## src/rtl/ctr_pkg.sv

```systemverilog
// Package: shared types for the presettable counter.
// Assumes: nothing; pure type definitions.
package ctr_pkg;

    // Decoded synchronous action for the next rising edge
    typedef enum logic [1:0] {
        MODE_HOLD  = 2'd0,
        MODE_COUNT = 2'd1,
        MODE_LOAD  = 2'd2
    } ctr_mode_e;

endpackage

```

## src/rtl/ctr_mode_decode.sv

```systemverilog
// Module: ctr_mode_decode
// Chooses the synchronous action in priority order: load, then count,
// then hold. Reset is not decoded here; the state register handles it.
// Assumes: inputs are stable around the rising clock edge.
module ctr_mode_decode
    import ctr_pkg::*;
(
    input  logic      load_n,
    input  logic      en_par,
    input  logic      en_trk,
    output ctr_mode_e mode
);

    // Priority select of the next-edge action
    always_comb begin
        if (!load_n) begin
            mode = MODE_LOAD;
        end else if (en_par && en_trk) begin
            mode = MODE_COUNT;
        end else begin
            mode = MODE_HOLD;
        end
    end

endmodule

```

## src/rtl/ctr_state_reg.sv

```systemverilog
// Module: ctr_state_reg
// Holds the count. Clears asynchronously on rst_n low. Otherwise it
// loads, increments with wrap, or holds on each rising edge.
// Assumes: mode is decoded from inputs that are stable at the edge.
module ctr_state_reg
    import ctr_pkg::*;
#(
    parameter int WIDTH = 4
) (
    input  logic             clk,
    input  logic             rst_n,
    input  ctr_mode_e        mode,
    input  logic [WIDTH-1:0] din,
    output logic [WIDTH-1:0] count
);

    localparam logic [WIDTH-1:0] ONE = WIDTH'(1);

    // Count register with asynchronous clear
    always_ff @(posedge clk or negedge rst_n) begin
        if (!rst_n) begin
            count <= '0;
        end else begin
            case (mode)
                MODE_LOAD:  count <= din;
                MODE_COUNT: count <= count + ONE;
                default:    count <= count;
            endcase
        end
    end

    p_load_r3: assert property (@(posedge clk) disable iff (!rst_n)
        (mode == MODE_LOAD) |=> (count == $past(din)));

    p_step_r4: assert property (@(posedge clk) disable iff (!rst_n)
        (mode == MODE_COUNT) |=> (count == $past(count) + ONE));

    p_hold_r5: assert property (@(posedge clk) disable iff (!rst_n)
        (mode == MODE_HOLD) |=> $stable(count));

endmodule

```

## src/rtl/ctr_terminal.sv

```systemverilog
// Module: ctr_terminal
// Flags the top state, gated by the trickle enable only. The output is
// combinational so that it follows en_trk with no clock edge.
// Assumes: the flag is not used as a clock or asynchronous reset.
module ctr_terminal #(
    parameter int WIDTH = 4
) (
    input  logic [WIDTH-1:0] count,
    input  logic             en_trk,
    output logic             tc
);

    localparam logic [WIDTH-1:0] TOP = '1;

    // Terminal-count decode
    always_comb begin
        tc = en_trk && (count == TOP);
    end

endmodule

```

## src/rtl/sync_preset_ctr.sv

```systemverilog
// Module: sync_preset_ctr
// Presettable binary up-counter with a parallel and a trickle enable
// and a terminal-count output for lookahead cascading.
// Assumes: rst_n deassertion is synchronised to clk by the caller.
module sync_preset_ctr
    import ctr_pkg::*;
#(
    parameter int WIDTH = 4
) (
    input  logic             clk,
    input  logic             rst_n,
    input  logic             load_n,
    input  logic             en_par,
    input  logic             en_trk,
    input  logic [WIDTH-1:0] din,
    output logic [WIDTH-1:0] count,
    output logic             tc
);

    localparam logic [WIDTH-1:0] TOP = '1;

    ctr_mode_e mode;

    ctr_mode_decode u_decode (
        .load_n (load_n),
        .en_par (en_par),
        .en_trk (en_trk),
        .mode   (mode)
    );

    ctr_state_reg #(.WIDTH(WIDTH)) u_state (
        .clk    (clk),
        .rst_n  (rst_n),
        .mode   (mode),
        .din    (din),
        .count  (count)
    );

    ctr_terminal #(.WIDTH(WIDTH)) u_term (
        .count  (count),
        .en_trk (en_trk),
        .tc     (tc)
    );

    p_wrap_r1: assert property (@(posedge clk) disable iff (!rst_n)
        (tc && mode == MODE_COUNT) |=> (count == '0));

    p_tc_top_r6: assert property (@(posedge clk) disable iff (!rst_n)
        tc |-> (count == TOP));

endmodule

```

## config.mk

```make
export PLATFORM = sky130hd
export DESIGN_NAME = sync_preset_ctr
export DESIGN_NICKNAME = d
export VERILOG_FILES = /design/src/rtl/ctr_pkg.sv /design/src/rtl/ctr_mode_decode.sv /design/src/rtl/ctr_state_reg.sv /design/src/rtl/ctr_terminal.sv /design/src/rtl/sync_preset_ctr.sv
export SDC_FILE = /design/constraint.sdc
export NUM_CORES = 1
export LEC_CHECK = 0
export CAP_MARGIN = 10
export CORE_AREA = 2 2 39 41
export CTS_CLUSTER_SIZE = 14
export DETAILED_ROUTE_END_ITERATION = 7
export DIE_AREA = 0 0 41 43
export SLEW_MARGIN = 0
export SYNTH_ARGS = -nofsm -noshare
export SYNTH_HDL_FRONTEND = slang
export SYNTH_SLANG_ARGS = --single-unit
```

## constraint.sdc

```tcl
create_clock -name clk -period 3.1 [get_ports clk]
set_clock_uncertainty 0.05 [all_clocks]
set_input_delay 0.62 -clock clk [delete_from_list [all_inputs] [get_ports clk]]
set_output_delay 0.62 -clock clk [all_outputs]
set_load 0.01 [all_outputs]
```

==> results by group, run 1 <==
Setup path
  – CP cell instances: clkdlybuf4s50_1, and4_2, clkdlybuf4s50_1
  – Worst Path Max Fanout: 3
  – Arr. time, crit path: 1.87 ns
  – CP most frequent cell: clkdlybuf4s50_1
  – Crit start category: input pin
  – WP buf/inv: 2
  – Worst reg2reg setup slack: 1.96 ns
  – Setup crit end kind: output pin
  – CP peak stage delay: 0.52 ns
  – CP required: roughly 2.4 ns
  – Crit Reg-Reg Endpoint: u_state.count[2]
  – Path depth of the worst reg2reg path: 4
  – FF-to-FF Start: u_state.count[0]
  – WS Path Type: input pin to output pin
  – Cell family with most CP delay: buffers and inverters
  – Slowest-stage cell, CP: clkdlybuf4s50_1

GRT
  – Largest net degree at the start of global routing: 9
  – Grt ovf: 0
  – First-pass GRT wire length: 834 µm
  – Global Route Usage Sum: just over 8%
  – Initial antenna violation count: 0
  – Vias in the first global route: 197

Clock tree
  – Worst-Skew Late Latency: 0.23 ns
  – Post-CTS Setup Bufs: 0
  – Root Driver: clkbuf_4
  – CTS max path bufs: 2
  – Clock tree from TritonCTS: yes
  – TritonCTS Buffers: 3
  – Cts hold-fix bufs: 0
  – Clock sink total: 4
  – Post-cts resize count: 0
  – Clock-pin slew on the worst setup and hold paths: 0.04 ns
  – H-tree levels: 1

Drt
  – # DRC: 0
  – Wire length per cell: 9.537 µm
  – DRT Pass-1 Iters: 2
  – DRT iter0 DRCs: 2
  – Drt via density: 4.056
  – Routed Antenna Nets: 0
  – Vias: 219
  – Drt total wl: about 520 µm

Die
  – Die Width: 41 µm
  – # rows: 14
  – Core ar.: 0.001384 mm²
  – Top-Level Pins: 14
  – DIE AREA: 0.001763 mm²
  – Initial core utilization: 15.73%
  – Die H: 43 µm

Final layout
  – # diodes: 0
  – Largest register FFs: 4
  – Share of cells above drive strength 1: 13.16%
  – Largest Register: u_state.count
  – Layout Cells excl Fill: 54
  – Multi-input logic area: 113.9 µm²
  – Seq. cell area: 100.1 µm²
  – Top flop regs: u_state.count x4
  – Area grow syn2layout: 77.59%
  – Most frequent cells in the layout: 13 x clkdlybuf4s50_1, 4 x nor2_1, 4 x dfrtp_1
  – Post-route cell area: 386.6 µm²
  – Layout net count: 50
  – Commonest non-fill, non-tap cell in the layout: clkdlybuf4s50_1
  – Filler cell count: 150

Synthesis
  – Avg Cell Area, Syn: 9.466 µm²
  – Sequential area share after synthesis: 45.98%
  – Mapped Nets: 33
  – Synthesized netlist cell count: 23
  – Netlist Area Pre-Place: between 200 and 250 µm²
  – Synth unique cells: 13
  – Synthesized flop and latch total: 4
  – Warnings from Yosys: 0

Place
  – Cell total after placement: between 50 and 60
  – GPL Wtd Cong: 0.6553
  – Post-Place Cell Area: 364.1 µm²
  – Hpwl dp: approximately 390 µm
  – Port bufs: 13

Timing
  – RSZ-0062 raised after global routing: false
  – Final hold vios: 0
  – Worst-Margin Slew: 0.3039 ns
  – Tcrit/Tclk final: 81.92%
  – FMAX: approximately 400 MHz
  – Slew Viols, Final: 0
  – Final setup TNS: 0 ns
  – Final setup vio count: 0
  – Worst rel slew slack: 79.67%
  – Hold_ws: between 0.5 and 0.6 ns
  – Post-layout min period: 2.540 ns

Hold path
  – WHS Path Cells: 2
  – Worst Hold Path EP: u_state.count[3]
  – Hold crit path type: register to register
  – HP Start: u_state.count[3]

Job
  – Max-cap violations: 0

Pwr
  – Peak supply drop: 187.2 µV
  – Static Leak: 0.1546 nW
  – Cell Pwr Density: 457.8 mW/mm²

Run status
  – Status: finished clean
worst max-delay path by stage:
stage | startpoint | end | slack [ns] | cells after the start
CTS | en_trk | tc | 0.56 | 3
global route | en_trk | tc | 0.52 | 3
global placement | en_trk | tc | 0.57 | 3
detailed placement | en_trk | tc | 0.56 | 3
finish | en_trk | tc | 0.56 | 3
floorplan | u_state.count[0] | tc | 1.54 | 2
worst register-to-register path: cells and delay by family (launching register included):
family / cells / cell delay [ns]
AO/OA/AOI/OAI: 1 / 0.08
flip-flops: 1 / 0.40
AND/OR/NAND/NOR: 1 / 0.10
adder cells (fa/ha/maj): 1 / 0.23
XOR/XNOR: 1 / 0.15
per-layer routing:
metal	GRT usage (%)	wire (µm)	vias to the layer above
li1	-	-	113
met4	4.000	0	0
met5	0	0	-
met3	9.424	76	0
met2	8.750	218	13
met1	9.091	220	93
stage by stage:
stage	setup WS, ns	util, %	total power, mW
6_report	0.5605	27.94	0.1770
3_5_place_dp	0.5640	26.31	0.1131
3_3_place_gp	0.5701	26.31	0.1125
5_1_grt	0.5168	27.94	0.1894
4_1_cts	0.5590	27.94	0.1814
2_1_floorplan	1.539	-	0.08412
where the power goes:
group          leakage (nW)  internal [mW]  total (mW)  switching [mW]
sequential           0.0448         0.0587      0.0651         0.00642
clock                0.0138         0.0433      0.0649          0.0216
combinational        0.0960         0.0290      0.0469          0.0180
logic make-up (layout without fill, tap and decap cells):
family	after synthesis	in the layout	share of synthesized area [%]
compound gates	5	5	12.07
xor+xnor	2	2	8.047
fa+ha+maj	1	1	5.746
buf+inv	1	16	1.722
flops	4	4	45.98
mux	1	1	4.598
simple gates	9	9	21.84
final cells by class:
class	count	share of cell area, %
well taps	16	5.178
flip-flops and latches	4	25.89
repair buffers	13	33.66
multi-input cells	18	29.45
clock buffers	3	5.825
synthesized netlist by cell type, drive strengths merged:
| cell type | instances | area share (%) |
|---|---|---|
| xor2 | 2 | 8.0 |
| and4 | 1 | 4.6 |
| clkbuf | 1 | 1.7 |
| nand2 | 1 | 2.9 |
| a21oi | 3 | 6.9 |
| a31oi | 1 | 2.9 |
| or3 | 1 | 2.9 |
| nor2 | 4 | 6.9 |
| mux2i | 1 | 4.6 |
| ha | 1 | 5.7 |
| nand3 | 2 | 4.6 |
| dfrtp | 4 | 46 |
| o21ai | 1 | 2.3 |
(Power assumes the default switching activity.)
==> run 2, diff against run 1 <==
Clock period 3.1 ns to 2.6 ns, I/O delays scaled along.
==> results of run 2 <==
Same layout as run 1 (identical final DEF). Status: finished clean.
Main changes from that run: setup slack after placement 0.5640 ns -> 0.2640 ns; setup slack after layout 0.5605 ns -> 0.2605 ns; hold slack 0.5333 ns -> 0.4356 ns; register-to-register setup slack 1.96 ns -> 1.46 ns; total power 0.1770 mW -> 0.2110 mW; worst IR drop on VDD 187.2 µV -> 223.2 µV
